### config.mk
export PLATFORM = sky130hd
export DESIGN_NAME = ckr_commit_gate
export DESIGN_NICKNAME = d
export VERILOG_FILES = /design/src/rtl/ckr_pkg.sv /design/src/rtl/ckr_uiq.sv /design/src/rtl/ckr_brf.sv /design/src/rtl/ckr_ctl.sv /design/src/rtl/ckr_commit_gate.sv
export SDC_FILE = /design/constraint.sdc
export NUM_CORES = 1
export LEC_CHECK = 0
export ABC_AREA = 1
export BUFFER_PORTS_ARGS = -buffer_cell sky130_fd_sc_hd__buf_2
export CAP_MARGIN = 20
export CORE_MARGIN = 10
export CORE_UTILIZATION = 40
export DETAILED_ROUTE_END_ITERATION = 8
export PLACE_DENSITY = 0.57
export SLEW_MARGIN = 10
export SYNTH_ARGS = -nofsm -noshare
export SYNTH_HDL_FRONTEND = slang
export SYNTH_HIERARCHICAL = 1
export SYNTH_SLANG_ARGS = --single-unit
export TNS_END_PERCENT = 100
### constraint.sdc
create_clock -name clk -period 4.2 [get_ports clk]
set_input_delay 0.21 -clock clk [delete_from_list [all_inputs] [get_ports clk]]
set_output_delay 0.21 -clock clk [all_outputs]
set_load 0.02 [all_outputs]
### src/rtl/ckr_pkg.sv
package ckr_pkg;

  typedef enum logic [1:0] {
    CK_RUN     = 2'd0,
    CK_RESTORE = 2'd1,
    CK_FLUSH   = 2'd2
  } ck_state_e;

  // Circular pointer advance for a ring of the given size.
  function automatic logic [31:0] wrap_inc(logic [31:0] p, int unsigned depth);
    return (p + 32'd1 == depth) ? 32'd0 : p + 32'd1;
  endfunction

  // Occupancy after one cycle of push and pop.
  function automatic logic [31:0] occ_next(logic [31:0] occ, logic push, logic pop);
    return occ + {31'd0, push} - {31'd0, pop};
  endfunction

  // True on the final register of a restore sweep.
  function automatic logic sweep_last(logic [31:0] idx, int unsigned nregs);
    return idx == nregs - 1;
  endfunction

endpackage

### src/rtl/ckr_uiq.sv
module ckr_uiq #(
  parameter int DEPTH = 4,
  parameter int RAW   = 3,
  parameter int DW    = 16,
  parameter int SIW   = 3
) (
  input  logic           clk,
  input  logic           rst_n,
  input  logic           push,
  input  logic           push_has_rd,
  input  logic [RAW-1:0] push_rd,
  input  logic [DW-1:0]  push_val,
  input  logic           push_has_st,
  input  logic [SIW-1:0] push_st,
  input  logic           pop,
  input  logic           clear,
  output logic           head_has_rd,
  output logic [RAW-1:0] head_rd,
  output logic [DW-1:0]  head_val,
  output logic           head_has_st,
  output logic [SIW-1:0] head_st,
  output logic           empty,
  output logic           full,
  output logic [$clog2(DEPTH+1)-1:0] count
);
  localparam int PW = (DEPTH > 1) ? $clog2(DEPTH) : 1;
  localparam int CW = $clog2(DEPTH + 1);
  localparam int EW = 1 + RAW + DW + 1 + SIW;

  logic [PW-1:0] wr_ptr, rd_ptr;
  logic [CW-1:0] occ;
  logic [EW-1:0] slot_bus [DEPTH];
  logic [EW-1:0] push_word, head_word;

  assign push_word = {push_has_rd, push_rd, push_val, push_has_st, push_st};

  for (genvar g = 0; g < DEPTH; g++) begin : g_slot
    logic [EW-1:0] slot_q;
    logic          slot_we;
    assign slot_we = push && (wr_ptr == PW'(g));
    always_ff @(posedge clk) begin
      if (slot_we) slot_q <= push_word;
    end
    assign slot_bus[g] = slot_q;
  end

  always_ff @(posedge clk or negedge rst_n) begin
    if (!rst_n) begin
      wr_ptr <= '0;
      rd_ptr <= '0;
      occ    <= '0;
    end else if (clear) begin
      wr_ptr <= '0;
      rd_ptr <= '0;
      occ    <= '0;
    end else begin
      if (push) wr_ptr <= PW'(ckr_pkg::wrap_inc(32'(wr_ptr), DEPTH));
      if (pop)  rd_ptr <= PW'(ckr_pkg::wrap_inc(32'(rd_ptr), DEPTH));
      occ <= CW'(ckr_pkg::occ_next(32'(occ), push, pop));
    end
  end

  assign head_word   = slot_bus[rd_ptr];
  assign head_has_rd = head_word[EW-1];
  assign head_rd     = head_word[EW-2 -: RAW];
  assign head_val    = head_word[SIW+1 +: DW];
  assign head_has_st = head_word[SIW];
  assign head_st     = head_word[SIW-1:0];
  assign empty       = (occ == '0);
  assign full        = (occ == CW'(DEPTH));
  assign count       = occ;

  p_no_overflow_r5: assert property (@(posedge clk) disable iff (!rst_n)
    push |-> (!full || pop));
  p_no_underflow_r2: assert property (@(posedge clk) disable iff (!rst_n)
    pop |-> !empty);
  p_clear_empties_r7: assert property (@(posedge clk) disable iff (!rst_n)
    clear |=> empty);

endmodule

### src/rtl/ckr_brf.sv
module ckr_brf #(
  parameter int NREGS = 8,
  parameter int RAW   = 3,
  parameter int DW    = 16
) (
  input  logic           clk,
  input  logic           rst_n,
  input  logic           wr_en,
  input  logic [RAW-1:0] wr_idx,
  input  logic [DW-1:0]  wr_val,
  input  logic [RAW-1:0] rd_idx,
  output logic [DW-1:0]  rd_val
);
  logic [DW-1:0] bank [NREGS];

  for (genvar g = 0; g < NREGS; g++) begin : g_reg
    logic [DW-1:0] reg_q;
    always_ff @(posedge clk or negedge rst_n) begin
      if (!rst_n)                                reg_q <= '0;
      else if (wr_en && (wr_idx == RAW'(g)))     reg_q <= wr_val;
    end
    assign bank[g] = reg_q;
  end

  assign rd_val = bank[rd_idx];

  p_wr_in_range_r3: assert property (@(posedge clk) disable iff (!rst_n)
    wr_en |-> (32'(wr_idx) < NREGS));

endmodule

### src/rtl/ckr_ctl.sv
module ckr_ctl #(
  parameter int NREGS = 8,
  parameter int RAW   = 3
) (
  input  logic           clk,
  input  logic           rst_n,
  input  logic           fail_now,
  output logic           busy,
  output logic           restoring,
  output logic           flushing,
  output logic [RAW-1:0] sweep_idx
);
  import ckr_pkg::*;

  ck_state_e     state_q;
  logic [RAW-1:0] idx_q;
  logic           at_last;

  assign at_last = sweep_last(32'(idx_q), NREGS);

  always_ff @(posedge clk or negedge rst_n) begin
    if (!rst_n) begin
      state_q <= CK_RUN;
      idx_q   <= '0;
    end else begin
      unique case (state_q)
        CK_RUN: begin
          if (fail_now) begin
            state_q <= CK_RESTORE;
            idx_q   <= '0;
          end
        end
        CK_RESTORE: begin
          if (at_last) state_q <= CK_FLUSH;
          else         idx_q   <= idx_q + RAW'(1);
        end
        CK_FLUSH: state_q <= CK_RUN;
        default:  state_q <= CK_RUN;
      endcase
    end
  end

  assign busy      = (state_q != CK_RUN);
  assign restoring = (state_q == CK_RESTORE);
  assign flushing  = (state_q == CK_FLUSH);
  assign sweep_idx = idx_q;

  p_sweep_start_r6: assert property (@(posedge clk) disable iff (!rst_n)
    $rose(restoring) |-> (sweep_idx == '0));
  p_sweep_step_r6: assert property (@(posedge clk) disable iff (!rst_n)
    (restoring && $past(restoring)) |-> (sweep_idx == RAW'($past(sweep_idx) + RAW'(1))));
  p_flush_follows_r7: assert property (@(posedge clk) disable iff (!rst_n)
    $fell(restoring) |-> flushing);
  p_flush_single_r7: assert property (@(posedge clk) disable iff (!rst_n)
    flushing |=> !busy);
  p_fail_only_idle_r9: assert property (@(posedge clk) disable iff (!rst_n)
    fail_now |-> !busy);

endmodule

### src/rtl/ckr_commit_gate.sv
module ckr_commit_gate #(
  parameter int          NREGS      = 8,
  parameter int          DEPTH      = 4,
  parameter int          DW         = 16,
  parameter int          SIW        = 3,
  parameter int          PCW        = 32,
  parameter logic [31:0] HANDLER_PC = 32'h0000_0100,
  localparam int         RAW        = (NREGS > 1) ? $clog2(NREGS) : 1
) (
  input  logic           clk,
  input  logic           rst_n,
  input  logic           enq_valid,
  input  logic           enq_has_rd,
  input  logic [RAW-1:0] enq_rd,
  input  logic [DW-1:0]  enq_rd_val,
  input  logic           enq_has_st,
  input  logic [SIW-1:0] enq_st_idx,
  output logic           enq_stall,
  input  logic           chk_valid,
  input  logic           chk_pass,
  output logic           rel_valid,
  output logic [SIW-1:0] rel_st_idx,
  output logic           rst_wr_en,
  output logic [RAW-1:0] rst_wr_idx,
  output logic [DW-1:0]  rst_wr_val,
  output logic           flush,
  output logic           redirect_valid,
  output logic [PCW-1:0] redirect_pc,
  output logic           busy,
  output logic           chk_fail_seen,
  output logic           chk_spurious
);
  localparam int CW = $clog2(DEPTH + 1);

  // Named internal events
  logic           q_empty, q_full;
  logic [CW-1:0]  q_count;
  logic           h_has_rd, h_has_st;
  logic [RAW-1:0] h_rd;
  logic [DW-1:0]  h_val;
  logic [SIW-1:0] h_st;
  logic           ev_retire, ev_fail, ev_spurious, ev_push;
  logic           ctl_busy, ctl_restoring, ctl_flushing;
  logic [RAW-1:0] ctl_idx;
  logic [DW-1:0]  shadow_rd;

  assign ev_retire   = chk_valid &&  chk_pass && !q_empty && !ctl_busy;
  assign ev_fail     = chk_valid && !chk_pass && !q_empty && !ctl_busy;
  assign ev_spurious = chk_valid &&  q_empty  && !ctl_busy;
  assign enq_stall   = ctl_busy || ev_fail || (q_full && !ev_retire);
  assign ev_push     = enq_valid && !enq_stall;

  ckr_uiq #(.DEPTH(DEPTH), .RAW(RAW), .DW(DW), .SIW(SIW)) u_queue (
    .clk         (clk),
    .rst_n       (rst_n),
    .push        (ev_push),
    .push_has_rd (enq_has_rd),
    .push_rd     (enq_rd),
    .push_val    (enq_rd_val),
    .push_has_st (enq_has_st),
    .push_st     (enq_st_idx),
    .pop         (ev_retire),
    .clear       (ev_fail),
    .head_has_rd (h_has_rd),
    .head_rd     (h_rd),
    .head_val    (h_val),
    .head_has_st (h_has_st),
    .head_st     (h_st),
    .empty       (q_empty),
    .full        (q_full),
    .count       (q_count)
  );

  ckr_brf #(.NREGS(NREGS), .RAW(RAW), .DW(DW)) u_shadow (
    .clk    (clk),
    .rst_n  (rst_n),
    .wr_en  (ev_retire && h_has_rd),
    .wr_idx (h_rd),
    .wr_val (h_val),
    .rd_idx (ctl_idx),
    .rd_val (shadow_rd)
  );

  ckr_ctl #(.NREGS(NREGS), .RAW(RAW)) u_ctl (
    .clk       (clk),
    .rst_n     (rst_n),
    .fail_now  (ev_fail),
    .busy      (ctl_busy),
    .restoring (ctl_restoring),
    .flushing  (ctl_flushing),
    .sweep_idx (ctl_idx)
  );

  always_ff @(posedge clk or negedge rst_n) begin
    if (!rst_n) begin
      chk_fail_seen <= 1'b0;
      chk_spurious  <= 1'b0;
    end else begin
      if (ev_fail)     chk_fail_seen <= 1'b1;
      if (ev_spurious) chk_spurious  <= 1'b1;
    end
  end

  assign rel_valid      = ev_retire && h_has_st;
  assign rel_st_idx     = h_st;
  assign rst_wr_en      = ctl_restoring;
  assign rst_wr_idx     = ctl_idx;
  assign rst_wr_val     = shadow_rd;
  assign flush          = ctl_flushing;
  assign redirect_valid = ctl_flushing;
  assign redirect_pc    = PCW'(HANDLER_PC);
  assign busy           = ctl_busy;

  p_release_has_entry_r2: assert property (@(posedge clk) disable iff (!rst_n)
    rel_valid |-> (q_count != '0));
  p_retire_shrinks_r4: assert property (@(posedge clk) disable iff (!rst_n)
    (ev_retire && !ev_push) |=> (q_count == CW'($past(q_count) - CW'(1))));
  p_busy_stalls_r9: assert property (@(posedge clk) disable iff (!rst_n)
    busy |-> (enq_stall && !rel_valid));
  p_fail_sticky_r8: assert property (@(posedge clk) disable iff (!rst_n)
    chk_fail_seen |=> chk_fail_seen);
  p_fail_sets_r8: assert property (@(posedge clk) disable iff (!rst_n)
    ev_fail |=> (chk_fail_seen && busy));
  p_empty_result_flag_r10: assert property (@(posedge clk) disable iff (!rst_n)
    (chk_valid && q_empty && !busy) |=> (chk_spurious && q_empty));
  p_flush_queue_empty_r7: assert property (@(posedge clk) disable iff (!rst_n)
    flush |-> q_empty);

endmodule

# ---- Word level (Yosys, flattened, before mapping)
# Cells that the tools add are included.
# Widths: inputs -> output; s select.
dict set report word_totals {
  reg_bits 238
  input_bits 29
  out_inout_bits 62
  wordCells 107
}
dict set report op_classes {
  addsub 5
  order_cmp 2
  n_eq_ne 19
  mux 19
  n_bitwise 2
  n_reduce_logical 41
}
# operator count
set ops {}
lappend ops {{$bmux 16 s3} 1}
lappend ops {{$bmux 24 s2} 1}
lappend ops {{$mux 24} 2}
lappend ops {{$mux 16} 2}
lappend ops {{$eq 3x3->1 const B} 8}
lappend ops {{$logic_and 1x1->1} 24}
lappend ops {{$mux 2} 8}
lappend ops {{$mux 3} 3}
lappend ops {{$reduce_bool 2->1} 4}
lappend ops {{$add 2x1->3 const B} 2}
lappend ops {{$eq 2x2->1 const B} 3}
lappend ops {{$eq 3x2->1 const B} 2}
lappend ops {{$logic_not 3->1} 2}
lappend ops {{$pmux 3 s2} 1}
lappend ops {{$logic_not 1->1} 5}
lappend ops {{$eq 2x1->1 const B} 2}
lappend ops {{$ge 4x4->1 const B} 1}
lappend ops {{$logic_not 2->1} 2}
lappend ops {{$ne 2x2->1 const B} 2}
lappend ops {{$not 3->4} 1}
lappend ops {{$pmux 2 s2} 1}
lappend ops {{$add 3x1->3} 1}
lappend ops {{$add 3x1->3 const B} 1}
lappend ops {{$eq 3x1->1 const B} 1}
lappend ops {{7 further kinds} 8}

# ---- Depth between registers and ports, before layout
dict set report logic_depth {
  word_depth 12
  ltp_mapped 14
  depth_no_buf 14
}

# ---- Hierarchy
# The synthesis kept the hierarchy.
# module n_inst cells_per_inst area_each_um2 seq_area_each_um2
set modules_own_cells {}
lappend modules_own_cells {ckr_brf 1 867 6277.3 3203.1}
lappend modules_own_cells {ckr_uiq 1 334 4351.7 3057.9}
lappend modules_own_cells {ckr_commit_gate 1 55 399.1 50.0}
lappend modules_own_cells {ckr_ctl 1 28 244.0 125.1}

# ---- Worst setup path before layout
# OpenSTA, ideal clock, no wires.
dict set report synth_path {
  path_type {reg2reg}
  from {register u_ctl.state_q[0]}
  to {register u_queue.occ[2] (netlist: u_queue/count[2])}
  setup_ns 0.119
  t_arrival_ns 2.087
  t_required_ns 4.081
  setup_slack_ns 1.994
  stages_incl_launch_ff 13
  n_path_buf 0
  period_less_slack_ns 2.206
  path_cell_list {dfrtp_1 nor2_1 inv_1 inv_1 nand4_1 inv_1 ha_1 inv_1 ha_1 inv_1 fa_1 a21oi_1 nor2_1}
}
dict set report synth_via {
  elab_chain_cells 11
  elab_cells_between_ends 13
  classes_between {add/sub: 2; mux: 1; reduce/logical: 10}
}
# item line_no
set synth_rtl {}
lappend synth_rtl {{start: declaration} ckr_ctl.sv:15} ;# ck_state_e state_q;
lappend synth_rtl {{start signal: assignment} ckr_ctl.sv:23} ;# state_q <= CK_RUN;
lappend synth_rtl {{start signal: assignment} ckr_ctl.sv:29} ;# state_q <= CK_RESTORE;
lappend synth_rtl {{start signal: assignment} ckr_ctl.sv:34} ;# if (at_last) state_q <= CK_FLUSH;
lappend synth_rtl {{$reduce_bool 2->1 (*)} ckr_ctl.sv:43} ;# assign busy = (state_q != CK_RUN);
lappend synth_rtl {{named net busy} ckr_commit_gate.sv:29} ;# output logic busy,
lappend synth_rtl {{$logic_not 1->1 (*)} ckr_commit_gate.sv:47} ;# assign ev_retire = chk_valid && chk_pass && !q_empty && !ctl_busy;
lappend synth_rtl {{$logic_and 1x1->1 (*)} ckr_commit_gate.sv:47}
lappend synth_rtl {{named net ev_retire} ckr_commit_gate.sv:42} ;# logic ev_retire, ev_fail, ev_spurious, ev_push;
lappend synth_rtl {{$logic_not 1->1} ckr_commit_gate.sv:50} ;# assign enq_stall = ctl_busy || ev_fail || (q_full && !ev_retire);
lappend synth_rtl {{$logic_and 1x1->1} ckr_commit_gate.sv:50}
lappend synth_rtl {{$logic_or 1x1->1} ckr_commit_gate.sv:50}
lappend synth_rtl {{$logic_not 1->1} ckr_commit_gate.sv:51} ;# assign ev_push = enq_valid && !enq_stall;
lappend synth_rtl {{$logic_and 1x1->1} ckr_commit_gate.sv:51}
lappend synth_rtl {{$add 3x1->3} ckr_pkg.sv:16} ;# return occ + {31'd0, push} - {31'd0, pop};
lappend synth_rtl {{$sub 3x1->3 (*)} ckr_pkg.sv:16}
lappend synth_rtl {{$mux 3 (*)} ckr_uiq.sv:52} ;# end else if (clear) begin
lappend synth_rtl {{end signal: assignment} ckr_uiq.sv:59} ;# occ <= CW'(ckr_pkg::occ_next(32'(occ), push, pop));
lappend synth_rtl {{end: declaration} ckr_uiq.sv:31} ;# logic [CW-1:0] occ;
# Mark *: on every way through the listed nets, which the timed path passes. The rest lies on a longest branch.
# A chain may end at the register's enable or synchronous reset.

# ---- Worst setup path in the final report
dict set report layout_path {
  from {register u_queue.rd_ptr[0]}
  to {output rel_valid}
}
dict set report layout_via {
  elab_chain_cells 5
}
# item line_no
set layout_rtl {}
lappend layout_rtl {{start: declaration} ckr_uiq.sv:30} ;# logic [PW-1:0] wr_ptr, rd_ptr;
lappend layout_rtl {{start signal: assignment} ckr_uiq.sv:58} ;# if (pop) rd_ptr <= PW'(ckr_pkg::wrap_inc(32'(rd_ptr), DEPTH));
lappend layout_rtl {{$not 2->3 (not written as such)} ckr_uiq.sv:63} ;# assign head_word = slot_bus[rd_ptr];
lappend layout_rtl {{$bmux 24 s2} ckr_uiq.sv:63}
lappend layout_rtl {{$mux 24 (not written as such) (2 in a row)} ckr_uiq.sv:63}
lappend layout_rtl {{named net h_has_st} ckr_commit_gate.sv:38} ;# logic h_has_rd, h_has_st;
lappend layout_rtl {{$logic_and 1x1->1} ckr_commit_gate.sv:104} ;# assign rel_valid = ev_retire && h_has_st;
lappend layout_rtl {{end: declaration} ckr_commit_gate.sv:21} ;# output logic rel_valid,
# The timed path passes the listed nets, and every way through them passes these cells. The select of a mux whose other input is x is not followed.

==> flow_summary.toml <==
[outcome]
status = "finished clean"

[timing]
setup_tns_ps = 0
final.min_clock_period_ps = 2930
hold_viol = 0
setup_viol = 0
min_period_over_period_pct = 69.9
fin_skew_ps = 21.9
worst_hold_slack_ps = 119
max-slew-margin-rel_pct = 38.6
tightest_slew_ps = 921
slew_violations = 0
fmax_ghz = 0.341
rsz0062_at_grt = "false"

[hold_path]
holdCritStartpoint = "enq_valid"
min_to = "u_queue/wr_ptr[0]"
whs_path_depth = 5
hold_path_class = "in -> reg"

[synthesis]
synth-main-ff-cell = "dfrtp_1"
ys_types = 31
synthCells = 1284
async_flop_share_pct = 59.7
synth_xor_area_share_pct = 0
ys_warn_count = 6
synth_top_family_by_area = "simple AND/OR/NAND/NOR gates"
synth_mux_area_share_pct = 0
yosysSeqAreaShare_pct = 57.1
synth.area.top_cells = "dfrtp_1 (32%), edfxtp_1 (26%), nand2_1 (14%)"
yosys.area_share.simple_pct = 18.9
synth-compound-area-share_pct = 10.1
synth_edf_count = 96
synth_top_area_cell = "dfrtp_1"
netlist_area_mm2 = 0.0113
ys_seq_elements = 238
avgSynthCellArea_um2 = 8.78
synth_fa_ha_area_share_pct = 1.18
synth_top_area_share_pct = 31.5

[setup_path]
worstReg2RegEnd = "u_shadow/g_reg[4].reg_q[4]"
path_max_fanout = 50
r2r_start = "u_queue/rd_ptr[0]"
cp-end-kind = "output pin"
crit_path_max_incr_delay_ps = 590
reg2reg_setup_slack_ps = 1430
crit_chain = "inv_2 > buf_4 > o211ai_1 > nand2_1 > inv_1 > nor2_1 > buf_2"
ff2ff_path_depth = 11
crit_arrival_ps = 2720
cp-start-kind = "flip-flop"
cpLargestDelayFamily = "buffers and inverters"
crit_slowest_cell = "inv_2"
critical_path_buf_inv_count = 4
startpoint = "u_queue/rd_ptr[0]"
worst-setup-path-type = "reg -> out"
cp.required_ps = 3990

[global_routing]
grt_overflow = 0
grt_pass1_vias = 8020
grt_pass1_wl_um = 43600
grt_use_total_pct = 14.9
grt_max_degree = 77
grt_antenna_before_repair = 0

[finish]
area_growth_pct = 15.0
drive_above_1_share_pct = 10.8
diodes = 0
area.sequential_mm2 = 0.00644
multi_input_area_mm2 = 0.00352
nNetsFinal = 1391
fillers = 2723

[detailed_routing]
vias_per_cell = 4.66
wire_per_inst_um = 15.0
drt-total-wl_um = 26300
drc = 0
antenna_left = 0
drtIter0Drc = 689
dr_total_vias = 8162
first_pass_iters = 5

[floorplan]
initial_utilization_pct = 40.6
die_w_um = 188
dieArea_mm2 = 0.0353
core_mm2 = 0.0278
ioPinCount = 91
die_y_um = 188
rows = 61

[pwr]
clkPwrFrac_pct = 23.5
pwr-share-comb_pct = 40.6
ir_worst_vdd_v = 0.000367
switching_share_pct = 40.9
seq_power_share_pct = 35.9
cellPowerDensity_mw_per_mm2 = 738
p_leak_nw = 6.28
switchingPower_w = 0.00391
intPower_w = 0.00565

[cts]
post_cts.repair.setup_buffers = 0
holdBufCountCts = 27
postCtsResizedCells = 0
numClockSinks = 238
htreeDepth = 1
clk_latency_ps = 530
clockBufferDepth = 3
cts_tree = "built"
clkTransAtPathRegs_ps = 60
cts_made_buffers = 26
cts_root_buf = "clkbuf_16"

[job]
maxCapViolCount = 0

[place]
portBuffers = 58
gp_congestion = 0.745
place_hpwl_um = 16400
-- placed cells by master, fill, tap and decap left out, types with 2 or more instances in the layout --
cell	count
inv_1	222
nand2_2	2
o211ai_1	29
buf_4	13
nand4_1	4
buf_2	57
bufinv_16	2
buf_16	4
inv_2	3
clkinv_2	4
nand3_1	74
nor2_2	2
buf_8	3
ha_1	9
clkbuf_16	26
edfxtp_1	96
dfrtp_1	141
nand3_2	2
o21ai_1	11
clkbuf_1	9
nand2_1	428
o211ai_2	19
o21ai_0	121
conb_1	32
nor2_1	14
dlygate4sd3_1	27
clkbuf_8	5
or2_1	2
-- power groups by stage --
stage | logic (W) | registers (W) | clock network (W)
finish | 0.00389 | 0.00343 | 0.00225
global route | 0.00446 | 0.00351 | 0.00241
CTS | 0.00394 | 0.00343 | 0.00231
detailed placement | 0.00390 | 0.00347 | 0
global placement | 0.00381 | 0.00345 | 0
floorplan | 0.00278 | 0.00342 | 0
-- cells by family after synthesis --
| group | Yosys count |
|---|---|
| AO/OA/AOI/OAI | 183 |
| adder cells (fa/ha/maj) | 10 |
| buffers and inverters | 321 |
| flip-flops | 238 |
| other | 2 |
| AND/OR/NAND/NOR | 530 |
-- sequential cells by signal, indices dropped and copies added (netlist names) --
name,count
u_ctl/sweep_idx,3
u_queue/g_slot.slot_q,96
u_queue/rd_ptr,2
u_queue/wr_ptr,2
chk_spurious,1
u_queue/count,3
chk_fail_seen,1
u_shadow/g.reg_q,128
u_ctl/state_q,2
-- cell type report --
class | instances | share of cell area, %
Clock buffer | 40 | 5.81
Clock inverter | 8 | 0.773
Inverter | 226 | 6.57
Multi-Input combinational cell | 755 | 27.2
Sequential cell | 238 | 49.7
Tap cell | 378 | 3.65
Timing Repair Buffer | 105 | 6.32
-- metal layers --
layer	track usage [%]	vias up	part of all wire, %
li1	-	4095	-
met1	20.0	3876	48
met2	24.9	158	46
met3	2.54	33	4.3
met4	3.08	0	1.9
met5	0	-	0
-- tightest hold or removal path, cell delays in order --
cell     delay (ps)
buf_2            90
inv_1            80
nor2_2           90
nand3_1          80
o21ai_1          50
-- per-stage QoR --
| stage | utilization [%] | cells | setup slack [ps] | instance area, um^2 | total power [W] |
|---|---|---|---|---|---|
| final | 46.6 | 1750 | 1270 | 13000 | 0.00957 |
| after global routing | 46.6 | 1750 | 1030 | 13000 | 0.0104 |
| after CTS | 46.4 | 1746 | 1230 | 12900 | 0.00968 |
| after detailed placement | 42.3 | 1671 | 1300 | 11800 | 0.00737 |
| after global placement | 42.0 | 1668 | 1370 | 11700 | 0.00727 |
| after floorplan | - | 1314 | 1990 | 11400 | 0.00620 |
-- how the worst max path moves through the flow --
stage                                   to  slack [ps]  cells after the start
2_1_floorplan             u_queue/count[2]        1990                     12
5_1_grt                          rel_valid        1030                      7
4_1_cts                          rel_valid        1230                      7
3_5_place_dp   u_shadow/g_reg[5].reg_q[12]        1300                      9
6_report                         rel_valid        1270                      7
3_3_place_gp   u_shadow/g_reg[5].reg_q[12]        1370                      9
-- synth_stat cells (4+ instances only) --
master    instances
ha_1              9
o21ai_1          11
o211ai_1         29
buf_2            38
clkbuf_1         13
nand3_1          74
o211ai_2         19
dfrtp_1         142
nor2_1           14
inv_1           222
edfxtp_1         96
nand4_1           4
o21ai_0         121
buf_6             5
nand2_1         429
buf_4            35
(Power assumes the default switching activity.)
